### config.mk
export PLATFORM = sky130hd
export DESIGN_NAME = stride_agu
export DESIGN_NICKNAME = d
export VERILOG_FILES = /design/src/rtl/stride_agu_pkg.sv /design/src/rtl/stride_agu_next.sv /design/src/rtl/stride_agu_offset.sv /design/src/rtl/stride_agu.sv
export SDC_FILE = /design/constraint.sdc
export NUM_CORES = 1
export LEC_CHECK = 0
export BUFFER_PORTS_ARGS = -buffer_cell sky130_fd_sc_hd__buf_2
export CAP_MARGIN = 30
export CORE_ASPECT_RATIO = 0.5
export CORE_MARGIN = 4
export CORE_UTILIZATION = 45
export CTS_CLUSTER_DIAMETER = 60
export CTS_CLUSTER_SIZE = 30
export DETAILED_ROUTE_END_ITERATION = 16
export GPL_TIMING_DRIVEN = 0
export PLACE_DENSITY = 0.68
export SYNTH_ARGS = -nofsm -noshare
export SYNTH_HDL_FRONTEND = slang
export SYNTH_SLANG_ARGS = --single-unit
### constraint.sdc
create_clock -name clk -period 4.1 [get_ports clk]
set_input_delay 0.41 -clock clk [delete_from_list [all_inputs] [get_ports clk]]
set_output_delay 0.41 -clock clk [all_outputs]
set_load 0.05 [all_outputs]
### src/rtl/stride_agu_pkg.sv
package stride_agu_pkg;

    localparam int WSEL_W = 4;

    typedef enum logic [1:0] {
        MODE_LIN  = 2'd0,
        MODE_CIRC = 2'd1,
        MODE_REV  = 2'd2
    } agu_mode_e;

    typedef struct packed {
        agu_mode_e          mode;
        logic [WSEL_W-1:0]  width;
    } agu_ctl_t;

    function automatic agu_mode_e decode_mode(input logic [1:0] code);
        case (code)
            2'd1:    return MODE_CIRC;
            2'd2:    return MODE_REV;
            default: return MODE_LIN;
        endcase
    endfunction

    function automatic logic [WSEL_W-1:0] clamp_width(input logic [WSEL_W-1:0] raw,
                                                      input logic [WSEL_W-1:0] wmax);
        if (raw == '0)
            return WSEL_W'(1);
        else if (raw > wmax)
            return wmax;
        else
            return raw;
    endfunction

endpackage

### src/rtl/stride_agu_next.sv
module stride_agu_next
    import stride_agu_pkg::*;
#(
    parameter int ADDR_W = 16,
    parameter int LEN_W  = 12
) (
    input  agu_mode_e            mode,
    input  logic [WSEL_W-1:0]    width,
    input  logic [ADDR_W-1:0]    idx,
    input  logic [LEN_W-1:0]     step,
    input  logic [LEN_W-1:0]     len,
    output logic [ADDR_W-1:0]    idx_nxt
);
    localparam int SUM_W = ADDR_W + 1;

    logic [SUM_W-1:0]  sum;
    logic [SUM_W-1:0]  len_ext;
    logic [SUM_W-1:0]  wrapped;
    logic [ADDR_W-1:0] ones;
    logic [ADDR_W-1:0] mask;

    assign ones    = '1;
    assign mask    = ~(ones << width);
    assign sum     = {1'b0, idx} + SUM_W'(step);
    assign len_ext = SUM_W'(len);
    assign wrapped = sum - len_ext;

    always_comb begin
        case (mode)
            MODE_CIRC: begin
                if (len == '0)
                    idx_nxt = '0;
                else if (sum >= len_ext)
                    idx_nxt = wrapped[ADDR_W-1:0];
                else
                    idx_nxt = sum[ADDR_W-1:0];
            end
            MODE_REV:  idx_nxt = sum[ADDR_W-1:0] & mask;
            default:   idx_nxt = sum[ADDR_W-1:0];
        endcase
    end
endmodule

### src/rtl/stride_agu_offset.sv
module stride_agu_offset
    import stride_agu_pkg::*;
#(
    parameter int ADDR_W  = 16,
    parameter int REV_MAX = 10
) (
    input  agu_mode_e            mode,
    input  logic [WSEL_W-1:0]    width,
    input  logic [ADDR_W-1:0]    idx,
    output logic [ADDR_W-1:0]    offset
);
    localparam int PAD_W = ADDR_W - REV_MAX;

    logic [REV_MAX-1:0] low;
    logic [REV_MAX-1:0] mir;
    logic [REV_MAX-1:0] mir_sh;
    logic [WSEL_W-1:0]  sh_amt;

    assign low = idx[REV_MAX-1:0];

    for (genvar k = 0; k < REV_MAX; k++) begin : g_mirror
        assign mir[k] = low[REV_MAX-1-k];
    end

    assign sh_amt = WSEL_W'(REV_MAX) - width;
    assign mir_sh = mir >> sh_amt;

    generate
        if (PAD_W > 0) begin : g_pad
            assign offset = (mode == MODE_REV) ? {{PAD_W{1'b0}}, mir_sh} : idx;
        end else begin : g_nopad
            assign offset = (mode == MODE_REV) ? mir_sh : idx;
        end
    endgenerate
endmodule

### src/rtl/stride_agu.sv
module stride_agu
    import stride_agu_pkg::*;
#(
    parameter int ADDR_W  = 16,
    parameter int LEN_W   = 12,
    parameter int REV_MAX = 10
) (
    input  logic                clk,
    input  logic                rst,
    input  logic [ADDR_W-1:0]   cfg_base,
    input  logic [LEN_W-1:0]    cfg_len,
    input  logic [LEN_W-1:0]    cfg_step,
    input  logic [1:0]          cfg_mode,
    input  logic [3:0]          cfg_rev_bits,
    input  logic                restart,
    input  logic                step_en,
    output logic [ADDR_W-1:0]   addr_out,
    output logic                addr_valid
);
    localparam logic [WSEL_W-1:0] WMAX = WSEL_W'(REV_MAX);

    agu_ctl_t           ctl_q;
    logic [ADDR_W-1:0]  idx_q;
    logic [ADDR_W-1:0]  idx_nxt;
    logic [ADDR_W-1:0]  offset;
    logic [ADDR_W-1:0]  addr_q;
    logic               vld_q;

    stride_agu_next #(
        .ADDR_W (ADDR_W),
        .LEN_W  (LEN_W)
    ) u_next (
        .mode    (ctl_q.mode),
        .width   (ctl_q.width),
        .idx     (idx_q),
        .step    (cfg_step),
        .len     (cfg_len),
        .idx_nxt (idx_nxt)
    );

    stride_agu_offset #(
        .ADDR_W  (ADDR_W),
        .REV_MAX (REV_MAX)
    ) u_offset (
        .mode   (ctl_q.mode),
        .width  (ctl_q.width),
        .idx    (idx_q),
        .offset (offset)
    );

    always_ff @(posedge clk) begin
        if (rst) begin
            idx_q       <= '0;
            ctl_q.mode  <= MODE_LIN;
            ctl_q.width <= WMAX;
            addr_q      <= '0;
            vld_q       <= 1'b0;
        end else if (restart) begin
            idx_q       <= '0;
            ctl_q.mode  <= decode_mode(cfg_mode);
            ctl_q.width <= clamp_width(cfg_rev_bits, WMAX);
            vld_q       <= 1'b0;
        end else if (step_en) begin
            addr_q      <= cfg_base + offset;
            idx_q       <= idx_nxt;
            vld_q       <= 1'b1;
        end else begin
            vld_q       <= 1'b0;
        end
    end

    assign addr_out   = addr_q;
    assign addr_valid = vld_q;
endmodule

[Yosys cells after proc, flatten, opt, wreduce, memory -nomap -nowiden]
Cells that the tools add are included.
Word-level totals
  word-level logic and storage cells: 32
  memory bits (read-only): 0
  register bits: 39
  RAM bits: 0
  memories: 0
  bits in latches: 0
Cells by class
  add/sub/neg operators: 4
  $lt $le $gt $ge: 2
  mux-type cells: 8
  multiply operators: 0
  divide/modulo/power cells: 0
  equal/unequal tests: 4
  reductions and logical operators: 4
  bitwise gates (word level): 3
  shift operators: 2
Operators with widths (count)
  16-bit 2-to-1 mux: 3
  16-bit case mux with 2 select lines: 1
  16-bit by 12-bit adder with 17-bit output: 1
  17-bit by 12-bit >= comparator with 1-bit output: 1
  16-bit adder: 1
  16-bit bitwise AND: 1
  16-bit inverter: 1
  16-bit by 4-bit left shift with 16-bit output, first input constant: 1
  16-bit by 12-bit subtractor with 16-bit output: 1
  12-bit logical NOT: 1
  10-bit by 4-bit >> shifter with 10-bit output: 1
  4-bit 2-to-1 mux: 2
  2-bit by 1-bit equality test with 1-bit output, second input constant: 2
  2-bit equality test, second input constant: 2
  4-bit greater-than comparator, second input constant: 1
  4-bit logical NOT: 1
  2-bit case mux with 2 select lines: 1
  4-bit subtractor, first input constant: 1
  2-bit AND reduction: 1
  2-bit OR reduction: 1
  1-bit 2-to-1 mux: 1
  1-bit inverter: 1

[Longest topological paths before layout]
Gate-level depths: netlist of the first run.
  depth after elaboration: 5
  depth in mapped cells: 22
  mapped depth without buffers: 19

[Cells and area by module]
From an unflattened synthesis of the first run, not the netlist that was laid out.
Unflattened totals
  cells, all modules: 598
  area total of the unflattened synthesis: 4603.2 um^2
Modules (own cells, without submodules)
  stride_agu: area each 2085.8 um^2, seq. area each 780.7 um^2, cells each 239, instances 1
  stride_agu_next: area each 1976.9 um^2, seq. area each 0.0 um^2, cells each 287, instances 1
  stride_agu_offset: area each 540.5 um^2, seq. area each 0.0 um^2, cells each 72, instances 1

[Least setup slack after synthesis of the first run]
Ideal clock, no wire load.
  path kind: register to register
  start point: reg ctl_q[0] (netlist name)
  end point: reg addr_q[14] (netlist: addr_out[14])
  clock period less this slack: 4585 ps
  cell stages (with the launch flop): 21
  path slack: -485 ps
  buffers on the path: 2
  data arrival time: 4453 ps
  data required time: 3968 ps
  setup time: 132 ps
  path through: dfxtp_1 -> clkbuf_1 -> inv_1 -> ha_1 -> clkbuf_1 -> mux4_2 -> mux2i_1 -> nor2_1 -> a31oi_1 -> a21oi_1 -> ha_1 -> fa_1 -> a21o_1 -> a21o_1 -> a2111oi_0 -> nor3_1 -> o31ai_1 -> o21ai_0 -> xor2_1 -> nand2_1 -> a21oi_1
On the way
  longest elaborated chain between the ends: 4
Ends and longest elaborated chain
  4-bit subtractor: RTL line stride_agu_offset.sv:25  | assign sh_amt = WSEL_W'(REV_MAX) - width;
  10-bit by 4-bit >> shifter with 10-bit output: RTL line stride_agu_offset.sv:26  | assign mir_sh = mir >> sh_amt;
  16-bit 2-to-1 mux: RTL line stride_agu_offset.sv:30  | assign offset = (mode == MODE_REV) ? {{PAD_W{1'b0}}, mir_sh} : idx;
  16-bit adder: RTL line stride_agu.sv:64  | addr_q <= cfg_base + offset;
  end signal, assigned: RTL line stride_agu.sv:64
  end, declared: RTL line stride_agu.sv:26  | logic [ADDR_W-1:0] addr_q;
No other way between the ends.
A chain may end at the register's enable or synchronous reset.

[Final worst setup path of the first run]
  start point: reg idx_q[0]
  end point: reg idx_q[12]
On the way
  longest elaborated chain between the ends: 5
  elaborated cells on any way between the ends: 7
  classes of those cells: add/sub (2); order compare (1); mux (3); bitwise (1)
Ends and longest elaborated chain
  start, declared: RTL line stride_agu.sv:23  | logic [ADDR_W-1:0] idx_q;
  start signal, assigned: RTL line stride_agu.sv:65  | idx_q <= idx_nxt;
  16-bit by 12-bit adder with 17-bit output (*): RTL line stride_agu_next.sv:24  | assign sum = {1'b0, idx} + SUM_W'(step);
  16-bit by 12-bit subtractor with 16-bit output / 17-bit by 12-bit >= comparator with 1-bit output (equally long branches): RTL line stride_agu_next.sv:26, stride_agu_next.sv:33
  16-bit 2-to-1 mux: RTL line stride_agu_next.sv:33  | else if (sum >= len_ext)
  16-bit 2-to-1 mux: RTL line stride_agu_next.sv:31  | if (len == '0)
  16-bit case mux with 2 select lines (*): RTL line stride_agu_next.sv:29  | case (mode)
Every way passes the cells marked *; elsewhere a longest branch is shown, timed or not.

==> results.md, run 1 <==
Final layout
• 798 — Layout Cells excl Fill
• 28.3% — share of layout cells above drive strength 1
• 31.1% — synthesis-to-finish area growth
• 778 — net total in the final layout
• 782 — fillcell total
• 0 — diodes inserted

Hold path
• ctl_q[3] — capture endpoint of the worst hold path
• 2 — Hold Path Cell Cnt
• cfg_rev_bits[3] — origin of the worst min-delay path
• in2reg — path category of the worst min-delay check

Timing
• 100% — final cycle utilization of the critical path
• -0.0109 ns — minimum setup slack in the final design
• -0.0183 ns — Setup TNS Final
• 0 — pins over their slew limit
• 0.793 ns — transition time of the tightest slew-check pin
• 46.9% — Slew HR
• 0 — count of endpoints failing hold in the final timing report
• 2 — endpoints failing setup
• true — RSZ-0062 raised after global routing
• 0.00624 ns — final worst clock skew
• 243 MHz — max frequency
• 4.11 ns — post-layout min period

Clock network
• 5 — clock buffer count from CTS
• 0.29 ns — source-to-sink clock delay at the later pin of the worst-skew pair
• 2 — maximum root-to-sink buffer count
• yes — TritonCTS clock tree
• 39 — # clock sinks
• 0 — hold-fix buffer count after cts
• sky130_fd_sc_hd__clkbuf_16 — CTS root buf
• 2 — number of H-tree levels
• 0.06 ns — clock edge transition at the registers on the reported setup and hold paths

Synth
• 14.5% — Adder-Cell Fraction of Synth Area
• 0% — async set or reset register ratio after synthesis
• 571 — Cells after Synth
• 39 — number of synthesized register bits
• 0 — number of flops mapped to enable cells by yosys
• 669 — number of nets in the synthesized netlist
• 7.51 µm² — post-synthesis average cell area
• 21.9% — fraction of the mapped netlist area in simple logic gates
• 0 — Yosys warning count
• 63 — library cells used by synthesis
• 0.00429 mm² — synthesized area
• compound AO/OA/AOI/OAI gates — dominant combinational cell family by area after synthesis
• 29.0% — synthesized-area fraction occupied by ao, oa, aoi and oai cells
• 4.14% — multiplexer share of the synthesized area
• 6.71% — area share of xor/xnor cells in the synthesized design
• 18.2% — register area share after synthesis
• sky130_fd_sc_hd__dfxtp_1 — prevailing post-synth register cell

Placed design
• 754 — number of placed cells counting well taps
• 0.926 — global placer's final weighted congestion
• 10.0 mm — placed wire-length estimate after detailed placement
• 66 — # port buffers

Floorplanning
• 0.0112 mm² — area enclosed by the die boundary
• 24 — floorplan row count
• 0.00898 mm² — core outline area
• 47.8% — initial core utilization
• 67 — IO Pins
• 77.0 µm — die height
• 146 µm — Die X

Routing
• 281 — starting DRC count in detailed routing
• 16.9 µm — routed len/inst
• 0 — DRC viols
• 4701 — Via Count
• 0 — remaining antenna violation count after routing
• 13.5 mm — detailed-route wire length
• 4 — First-pass DRT Iterations
• 5.89 — via density per instance

Critical path
• reg2reg — start-to-end type of the worst setup path
• sky130_fd_sc_hd__fa_2 — slowest CP cell
• 4 — critical path peak fanout
• ha_4, inv_2, fa_2, nor2b_4, o31a_1, o21a_1, nor2_1, xnor2_1, ha_1, buf_4, buf_4, nand4_1, a211oi_1, o31a_1, o21a_1, o41a_1, a211o_1, a221oi_2, nor2_1 — cells traversed along the worst timing path
• flop — Worst setup SP type
• idx_q[0] — worst r2r src
• 19 — depth of the most critical reg-to-reg path
• 4.27 ns — data required time at the worst endpoint
• -0.01 ns — internal reg-to-reg setup slack
• 0.41 ns — maximum cell stage delay along the critical path
• idx_q[12] — Critical R2R Capture
• flop — CP Capture Type
• 4.28 ns — critical path data arrival time

Global route
• 0 — remaining global-route overflow
• 21.0 mm — global-route wire length before repair
• 22.5% — gr usage total
• 13 — pin count of the biggest net entering global routing
• 0 — initial antenna violation count
• 4232 — vias in the first global route

Power and ir drop
• 2.48 nW — standby leakage power
• 297 mW/mm² — total power density per cell area
• 0.175 mV — worst IR drop on VDD

Run status
• setup timing — violations in the final reports
• finished, violations left — status

Job
• 0 — number of maximum-capacitance violations

layout by cell type, fill, tap and decap left out, types with 4 or more instances in the layout:
master                       n
sky130_fd_sc_hd__and3_1      6
sky130_fd_sc_hd__ha_1       39
sky130_fd_sc_hd__xor2_1      7
sky130_fd_sc_hd__buf_4      35
sky130_fd_sc_hd__nor4_1      6
sky130_fd_sc_hd__nand4_1     5
sky130_fd_sc_hd__a211oi_1    7
sky130_fd_sc_hd__nor3_1      8
sky130_fd_sc_hd__o31ai_2     4
sky130_fd_sc_hd__nand3b_1    4
sky130_fd_sc_hd__ha_4        5
sky130_fd_sc_hd__a221oi_2    5
sky130_fd_sc_hd__a21o_1     14
sky130_fd_sc_hd__o21ai_1     5
sky130_fd_sc_hd__o21ai_0    23
sky130_fd_sc_hd__buf_6       5
sky130_fd_sc_hd__a21oi_1    48
sky130_fd_sc_hd__xnor2_1    20
sky130_fd_sc_hd__buf_2      67
sky130_fd_sc_hd__nor2b_1    19
sky130_fd_sc_hd__clkbuf_1   16
sky130_fd_sc_hd__nor2_1     41
sky130_fd_sc_hd__nand2_1    50
sky130_fd_sc_hd__nand3_1    14
sky130_fd_sc_hd__a31oi_1    11
sky130_fd_sc_hd__inv_1      32
sky130_fd_sc_hd__clkbuf_16   5
sky130_fd_sc_hd__o21a_1     10
sky130_fd_sc_hd__nand2b_1   11
sky130_fd_sc_hd__dfxtp_1    35
sky130_fd_sc_hd__mux2i_1    10
sky130_fd_sc_hd__a21oi_2     8
sky130_fd_sc_hd__or2_2       5
sky130_fd_sc_hd__or3_1       5
sky130_fd_sc_hd__o22ai_1     7
final cells by class:
cell class              count  area, µm²  share of cell area (%)
multi-input cells         472       3630                    64.6
flip-flops and latches     39        791                    14.1
repair buffers            104        627                    11.1
well taps                 117        146                    2.60
inverters                  36        140                    2.49
clock buffers               6        139                    2.47
plain buffers              22        111                    1.98
clock inverters             2       35.0                   0.623
cells in the mapped netlist, types with 5 or more instances:
cell type	count	area, µm²
sky130_fd_sc_hd__nor3_1	11	55.1
sky130_fd_sc_hd__o21ai_0	26	130
sky130_fd_sc_hd__a31oi_1	14	87.6
sky130_fd_sc_hd__nand4_1	5	31.3
sky130_fd_sc_hd__o22ai_1	7	43.8
sky130_fd_sc_hd__xor2_1	8	70.1
sky130_fd_sc_hd__a221oi_1	5	43.8
sky130_fd_sc_hd__a21o_1	14	105
sky130_fd_sc_hd__nor2b_1	20	125
sky130_fd_sc_hd__o31ai_1	8	60.1
sky130_fd_sc_hd__nand3_1	14	70.1
sky130_fd_sc_hd__or3_1	5	31.3
sky130_fd_sc_hd__nand2b_1	11	68.8
sky130_fd_sc_hd__xnor2_1	23	201
sky130_fd_sc_hd__a211oi_1	9	67.6
sky130_fd_sc_hd__o21a_1	11	82.6
sky130_fd_sc_hd__dfxtp_1	39	781
sky130_fd_sc_hd__nor2_1	42	158
sky130_fd_sc_hd__o21ai_1	5	25.0
sky130_fd_sc_hd__nor4_1	6	37.5
sky130_fd_sc_hd__nand2_1	52	195
sky130_fd_sc_hd__or2_2	5	31.3
sky130_fd_sc_hd__clkbuf_1	19	71.3
sky130_fd_sc_hd__a21oi_1	55	275
sky130_fd_sc_hd__mux2i_1	11	110
sky130_fd_sc_hd__and3_1	6	37.5
sky130_fd_sc_hd__ha_1	45	563
sky130_fd_sc_hd__inv_1	36	135
layer usage:
| layer | global-route usage (%) | part of all wire [%] | routed length (µm) | vias up |
|---|---|---|---|---|
| li1 | - | - | - | 2301 |
| met1 | 33.1 | 49 | 6540 | 2173 |
| met2 | 34.3 | 43 | 5750 | 206 |
| met3 | 3.42 | 7.3 | 978 | 21 |
| met4 | 5.53 | 1.6 | 213 | 0 |
| met5 | 0 | 0 | 0 | - |
metrics by stage:
stage          util [%]  power [mW]  hold slack (ns)  cell area, µm²  setup slack (ns)
3_5_place_dp       53.3        1.05            0.442            4790            -0.510
3_3_place_gp       53.3        1.04            0.437            4790            -0.492
4_1_cts            58.6        1.57            0.390            5270           0.00443
6_report           62.6        1.67            0.400            5620           -0.0109
2_1_floorplan         -       0.895            0.463            4310           0.00487
5_1_grt            62.6        1.75            0.409            5620            -0.204
power by group:
group | internal, mW | switching (mW)
clock | 0.303 | 0.164
combinational | 0.341 | 0.444
sequential | 0.400 | 0.0200
total | 1.04 | 0.628
worst max-delay path by stage:
| stage | from | endpoint | cells after the start | slack [ns] |
|---|---|---|---|---|
| 2_1_floorplan | ctl_q[0] | addr_out[14] | 20 | 0.005 |
| 3_3_place_gp | cfg_step[0] | idx_q[12] | 19 | -0.49 |
| 3_5_place_dp | cfg_step[0] | idx_q[8] | 21 | -0.51 |
| 4_1_cts | ctl_q[0] | addr_out[14] | 20 | 0.004 |
| 5_1_grt | idx_q[0] | idx_q[5] | 19 | -0.20 |
| 6_report | idx_q[0] | idx_q[12] | 19 | -0.01 |
cells by family after synthesis:
group | count (synthesis)
compound gates | 189
xor+xnor | 32
fa+ha+maj | 48
buf+inv | 60
flops | 39
mux | 15
simple gates | 188
sequential cells by signal, summed over array words and instances (netlist names):
name / cells
ctl_q: 6
addr_valid: 1
addr_out: 16
idx_q: 16
what timing repair did:
action,4_1_cts,5_1_grt
hold endpoints to repair,0,0
pin swaps,27,48
buffers inserted,22,16
resized for setup,34,51
cloned,0,1
setup endpoints to repair,19,22
worst max-delay path: cells and delay by family (launching register included):
| family | cells | cell delay [ns] |
|---|---|---|
| xor+xnor | 1 | 0.20 |
| buf+inv | 3 | 0.31 |
| flops | 1 | 0.37 |
| simple gates | 4 | 0.40 |
| fa+ha+maj | 3 | 0.84 |
| compound gates | 8 | 1.87 |
Note: power is estimated with default switching activity, not from simulation.
==> run 2: changes to the inputs <==
- PLACE_DENSITY: 0.68 -> default
- PLACE_DENSITY_LB_ADDON: default -> 0.15
==> run 2 against run 1 <==
  * Sequential cell count unchanged
  * Critical path type unchanged
  * Largest power group unchanged
  * Worst hold slack better by 0.0034 ns
  * Register-to-register slack worse by 0.08 ns
  * The flow still finishes with violations (setup timing)
  * Cell count down 0.13%
  * Critical path depth unchanged
==> results.md, run 2 (synthesis results as in run 1) <==
Run status
• finished, violations left — status
• setup timing — violations in the final reports

Floorplanning
• 67 — IO Pins, unchanged
• 77.0 µm — die height, unchanged
• 146 µm — Die X, unchanged
• 0.0112 mm² — area enclosed by the die boundary, unchanged
• 47.8% — initial core utilization, unchanged
• 0.00898 mm² — core outline area, unchanged
• 24 — floorplan row count, unchanged

Timing
• 39.3% — Slew HR, -7.6 points
• 0.906 ns — transition time of the tightest slew-check pin, +0.113 ns
• 0.00590 ns — final worst clock skew, -0.000343 ns
• 239 MHz — max frequency, -1.9%
• true — RSZ-0062 raised after global routing
• 102% — final cycle utilization of the critical path, +2.0 points
• 0.403 ns — Hold WS, +0.00335 ns
• 0 — count of endpoints failing hold in the final timing report, unchanged
• 6 — endpoints failing setup, +4
• -0.0923 ns — minimum setup slack in the final design, -0.0813 ns
• 0 — pins over their slew limit, unchanged
• 4.19 ns — post-layout min period, +0.0813 ns

Final layout
• sky130_fd_sc_hd__buf_2 — most common library cell in the layout ignoring fill and taps
• 777 — net total in the final layout, -0.13%
• 819 — fillcell total, +4.7%
• 793 µm² — sequential cell area in the final layout, +0.32%
• 0.00563 mm² — final non-filler cell area, +0.11%
• 0 — diodes inserted, unchanged
• 28.8% — share of layout cells above drive strength 1, +0.48 points
• sky130_fd_sc_hd__buf_2 (67), sky130_fd_sc_hd__nand2_1 (52), sky130_fd_sc_hd__a21oi_1 (51) — commonest cells after routing, fill and taps aside
• 0.00367 mm² — area of combinational cells with multiple inputs, +1.1%
• 31.3% — synthesis-to-finish area growth

Power and ir drop
• 2.46 nW — standby leakage power, -0.54%
• 0.193 mV — worst IR drop on VDD, +11%
• 280 mW/mm² — total power density per cell area, -5.8%

Critical path
• flop — CP Capture Type
• 4.39 ns — critical path data arrival time, +0.11 ns
• reg2reg — start-to-end type of the worst setup path
• flop — Worst setup SP type
• 6 — critical path peak fanout, +2
• 4.30 ns — data required time at the worst endpoint, +0.03 ns
• 19 — depth of the most critical reg-to-reg path, unchanged

Hold path
• 2 — Hold Path Cell Cnt, unchanged
• in2reg — path category of the worst min-delay check

Placed design
• 10.1 mm — placed wire-length estimate after detailed placement, +0.79%
• 66 — # port buffers, unchanged
• 0.00479 mm² — Area after DPL, unchanged
• 0.891 — global placer's final weighted congestion, -3.8%

Routing
• 5.80 — via density per instance, -1.5%
• 13.7 mm — detailed-route wire length, +1.3%
• 254 — starting DRC count in detailed routing, -9.6%
• 17.1 µm — routed len/inst, +1.4%
• 5 — First-pass DRT Iterations, +1
• 0 — remaining antenna violation count after routing, unchanged
• 0 — DRC viols, unchanged
• 4626 — Via Count, -1.6%

Global route
• 20.7 mm — global-route wire length before repair, -1.5%
• 22.1% — gr usage total, -0.32 points
• 0 — initial antenna violation count, unchanged
• 0 — remaining global-route overflow, unchanged
• 4125 — vias in the first global route, -2.5%
• 12 — pin count of the biggest net entering global routing, -1

Job
• 0 — number of maximum-capacitance violations, unchanged

Clock network
• 0 — hold-fix buffer count after cts, unchanged
• 2 — maximum root-to-sink buffer count, unchanged
• 0.06 ns — clock edge transition at the registers on the reported setup and hold paths, about the same
• sky130_fd_sc_hd__clkbuf_16 — CTS root buf
• 2 — number of H-tree levels, unchanged
• 0.28 ns — source-to-sink clock delay at the later pin of the worst-skew pair, about the same
• 39 — # clock sinks, unchanged
• yes — TritonCTS clock tree
• 5 — clock buffer count from CTS, unchanged

## run 2: cell count changes in the layout (fill, tap and decap cells not counted), sizes merged
cell	delta
buf	-1
clkbuf	+1
bufinv	-1
## run 2: path summary, 6_finish.rpt
kind / startpoint / end / slack, ns
worst max-delay path: idx_q[0] / idx_q[5] / -0.09
worst min-delay path: rst / ctl_q[2] / 0.40
worst max register to register: idx_q[0] / idx_q[5] / -0.09
worst min register to register: addr_out[4] / addr_out[4] / 0.45
## run 2: worst max-delay path: stages, from the launching register on
cell and delay [ns]:
sky130_fd_sc_hd__dfxtp_4 0.36, sky130_fd_sc_hd__ha_4 0.16, sky130_fd_sc_hd__buf_4 0.13, sky130_fd_sc_hd__a21oi_2 0.20, sky130_fd_sc_hd__o21ai_2 0.12, sky130_fd_sc_hd__a211oi_2 0.23
sky130_fd_sc_hd__buf_4 0.17, sky130_fd_sc_hd__xnor2_2 0.14, sky130_fd_sc_hd__ha_2 0.38, sky130_fd_sc_hd__nor3_1 0.22, sky130_fd_sc_hd__nor2_2 0.06, sky130_fd_sc_hd__o21a_1 0.22
sky130_fd_sc_hd__a2111oi_4 0.41, sky130_fd_sc_hd__o21bai_2 0.15, sky130_fd_sc_hd__nor4_4 0.38, sky130_fd_sc_hd__buf_4 0.21, sky130_fd_sc_hd__buf_4 0.10, sky130_fd_sc_hd__a311o_1 0.19
sky130_fd_sc_hd__a221oi_2 0.10, sky130_fd_sc_hd__a211oi_2 0.18
## run 2: repair_timing
item,4_1_cts,5_1_grt
buffers inserted,18,18
gates resized for setup,34,67
endpoints found under the setup margin,19,22
cloned,1,0
pin swaps,25,42
## run 2: cell type report
class	instances	area share [%]
multi-input combinational	472	65.3
sequential	39	14.1
timing repair buffer	102	10.9
tap	117	2.60
inverter	36	2.53
clock buffer	7	2.36
buffer	23	2.20
clock inverter	1	0.0889
## run 2: per-layer routing
| layer | vias to the layer above | share of wire, % | track usage, % |
|---|---|---|---|
| met2 | 172 | 43 | 33.2 |
| met3 | 16 | 7.2 | 2.94 |
| met4 | 0 | 0.98 | 4.60 |
| met5 | - | 0 | 0 |
| met1 | 2122 | 49 | 33.6 |
| li1 | 2316 | - | - |
## run 2: power by group
group	switching (mW)	internal, mW	total (mW)
Clock	0.149	0.225	0.374
Sequential	0.0213	0.401	0.422
Combinational	0.440	0.340	0.781
Total	0.611	0.966	1.58
## run 2: per-stage QoR
stage	util [%]	setup TNS, ns	cells	setup slack [ns]	power (mW)
floorplan	-	0	571	0.00487	0.895
global route	62.7	-2.42	797	-0.258	1.66
CTS	58.0	-0.0261	781	-0.0261	1.47
global placement	53.3	-6.06	754	-0.484	1.04
detailed placement	53.3	-7.15	754	-0.540	1.04
finish	62.7	-0.262	797	-0.0923	1.58
==> run 3: changes to the inputs <==
- TNS_END_PERCENT: default -> 30
==> run 3 against run 2 <==
  * The flow still finishes with violations (setup timing)
  * Non-clock buffer count decreased by 5
  * Critical path depth did not move
  * Worst setup slack better by 0.040 ns
  * Routed wire length shrank 2.8%
  * Design area down 1.8%
  * Via count fell by 1.6%
  * Register-to-register slack improved by 0.04 ns
  * Worst hold slack improved by 0.0029 ns
  * Utilization down 1.1 points
  * Clock-buffer cell count unchanged
  * Critical endpoint is now idx_q[0]
==> results.md, run 3 (synthesis results as in run 1) <==
Run status
• finished, violations left — status
• setup timing — violations in the final reports

Critical path
• 19 — depth of the most critical reg-to-reg path, unchanged
• flop — Worst setup SP type
• idx_q[0] — startpoint of the worst setup timing path
• 4.29 ns — data required time at the worst endpoint, about the same
• idx_q[0] — Critical path destination
• 4 — critical path peak fanout, -2
• ha_4, inv_2, fa_2, nor2b_2, o31a_1, o21a_1, nor2_2, xnor2_2, ha_4, o21ai_4, nor2_2, o21a_1, a2111oi_4, o21bai_2, nor4_4, buf_4, a31oi_4, a21boi_4, o32ai_2 — cells traversed along the worst timing path
• -0.05 ns — internal reg-to-reg setup slack, +0.04 ns
• flop — CP Capture Type
• reg2reg — start-to-end type of the worst setup path
• sky130_fd_sc_hd__a2111oi_4 — slowest CP cell
• idx_q[0] — worst r2r src
• idx_q[0] — Critical R2R Capture
• 0.41 ns — maximum cell stage delay along the critical path, about the same
• 4.34 ns — critical path data arrival time, -0.05 ns

Power and ir drop
• 2.43 nW — standby leakage power, -1.5%
• 280 mW/mm² — total power density per cell area, -0.14%
• 0.192 mV — worst IR drop on VDD, -0.63%

Placed design
• 66 — # port buffers, unchanged
• 754 — number of placed cells counting well taps, unchanged
• 0.891 — global placer's final weighted congestion, unchanged
• 10.1 mm — placed wire-length estimate after detailed placement, unchanged

Global route
• 0 — initial antenna violation count, unchanged
• 20.7 mm — global-route wire length before repair, -0.14%
• 4108 — vias in the first global route, -0.41%
• 0 — remaining global-route overflow, unchanged
• 22.1% — gr usage total, -0.035 points
• 12 — pin count of the biggest net entering global routing, unchanged

Clock network
• 2 — number of H-tree levels, unchanged
• yes — TritonCTS clock tree
• 5 — clock buffer count from CTS, unchanged
• 2 — maximum root-to-sink buffer count, unchanged
• sky130_fd_sc_hd__clkbuf_16 — CTS root buf
• 0.28 ns — source-to-sink clock delay at the later pin of the worst-skew pair, about the same
• 0.06 ns — clock edge transition at the registers on the reported setup and hold paths, about the same
• 39 — # clock sinks, unchanged

Final layout
• 832 — fillcell total, +1.6%
• sky130_fd_sc_hd__buf_2 — most common library cell in the layout ignoring fill and taps
• 61.6% — Post-Route Utilization, -1.1 points
• 792 — Layout Cells excl Fill, -0.63%
• 0 — diodes inserted, unchanged
• 29.0% — synthesis-to-finish area growth
• 26.8% — share of layout cells above drive strength 1, -2.0 points
• 772 — net total in the final layout, -0.64%
• sky130_fd_sc_hd__buf_2 (67), sky130_fd_sc_hd__nand2_1 (52), sky130_fd_sc_hd__a21oi_1 (51) — commonest cells after routing, fill and taps aside

Routing
• 301 — starting DRC count in detailed routing, +19%
• 0 — remaining antenna violation count after routing, unchanged
• 4553 — Via Count, -1.6%
• 16.8 µm — routed len/inst, -2.2%
• 5 — First-pass DRT Iterations, unchanged
• 0 — DRC viols, unchanged
• 5.75 — via density per instance, -0.96%
• 13.3 mm — detailed-route wire length, -2.8%

Timing
• 6 — endpoints failing setup, unchanged
• 0.931 ns — transition time of the tightest slew-check pin, +0.0244 ns
• -0.129 ns — Setup TNS Final, +0.134 ns
• 0 — count of endpoints failing hold in the final timing report, unchanged
• true — RSZ-0062 raised after global routing
• 101% — final cycle utilization of the critical path, -0.97 points
• 37.6% — Slew HR, -1.6 points
• 241 MHz — max frequency, +0.96%
• 4.15 ns — post-layout min period, -0.0398 ns
• 0 — pins over their slew limit, unchanged
• 0.00482 ns — final worst clock skew, -0.00108 ns
• -0.0524 ns — minimum setup slack in the final design, +0.0398 ns

Floorplanning
• 24 — floorplan row count, unchanged
• 0.0112 mm² — area enclosed by the die boundary, unchanged
• 77.0 µm — die height, unchanged
• 67 — IO Pins, unchanged
• 47.8% — initial core utilization, unchanged
• 0.00898 mm² — core outline area, unchanged
• 146 µm — Die X, unchanged

Job
• 0 — number of maximum-capacitance violations, unchanged

Hold path
• in2reg — path category of the worst min-delay check

run 3: cell count changes in the layout (fill, tap and decap cells not counted), moves of 2 or more:
cell                      delta
sky130_fd_sc_hd__o21ai_1     +3
sky130_fd_sc_hd__o21ai_2     -3
sky130_fd_sc_hd__buf_6       -2
sky130_fd_sc_hd__buf_4       -3
run 3: stage by stage:
step	cell area, µm²	setup WS [ns]	hold slack (ns)	power, mW
6_report	5530	-0.0524	0.406	1.55
5_1_grt	5530	-0.207	0.407	1.63
3_5_place_dp	4790	-0.540	0.443	1.04
2_1_floorplan	4310	0.00487	0.463	0.895
4_1_cts	5200	-0.0261	0.398	1.47
3_3_place_gp	4790	-0.484	0.437	1.04
run 3: worst min-delay path by stage:
stage                      from     endpoint  slack (ns)  depth (start not counted)
floorplan              ctl_q[4]     ctl_q[4]        0.46                          2
global placement    addr_out[4]  addr_out[4]        0.44                          2
detailed placement  addr_out[8]  addr_out[8]        0.44                          2
CTS                         rst     ctl_q[2]        0.40                          2
global route                rst     ctl_q[5]        0.41                          2
finish                      rst     ctl_q[5]        0.41                          2
run 3: area by class of cell:
| class | count | area (µm²) | area share, % |
|---|---|---|---|
| clock buffer | 7 | 133 | 2.40 |
| clock inverter | 1 | 5.00 | 0.0905 |
| inverter | 36 | 143 | 2.58 |
| tap | 117 | 146 | 2.65 |
| multi-input combinational | 472 | 3620 | 65.5 |
| buffer | 23 | 119 | 2.15 |
| timing repair buffer | 97 | 567 | 10.2 |
| sequential | 39 | 793 | 14.3 |
run 3: timing repair:
item / CTS / global route
gates cloned: 1 / 0
setup buffers: 17 / 14
setup endpoints to repair: 19 / 22
hold buffers: 0 / 0
pin swaps: 20 / 39
gates resized for setup: 30 / 56
run 3: report_power, final:
| part | leakage (nW) | internal (mW) | total [mW] | switching (mW) |
|---|---|---|---|---|
| Clock | 0.0679 | 0.225 | 0.372 | 0.147 |
| Combinational | 2.04 | 0.324 | 0.753 | 0.429 |
| Sequential | 0.322 | 0.401 | 0.422 | 0.0214 |
run 3: worst max-delay path: cells and delay by family (launching register included):
family	cells	cell delay [ns]
AND/OR/NAND/NOR	4	0.62
flip-flops	1	0.36
adder cells (fa/ha/maj)	3	0.79
buffers and inverters	2	0.24
AO/OA/AOI/OAI	9	1.75
XOR/XNOR	1	0.29
run 3: layer usage:
metal,track usage (%),share of wire [%],wire length (µm)
met5,0,0,0
met4,4.60,1.1,152
met3,2.94,6.3,834
met2,33.0,43,5650
met1,33.7,50,6650
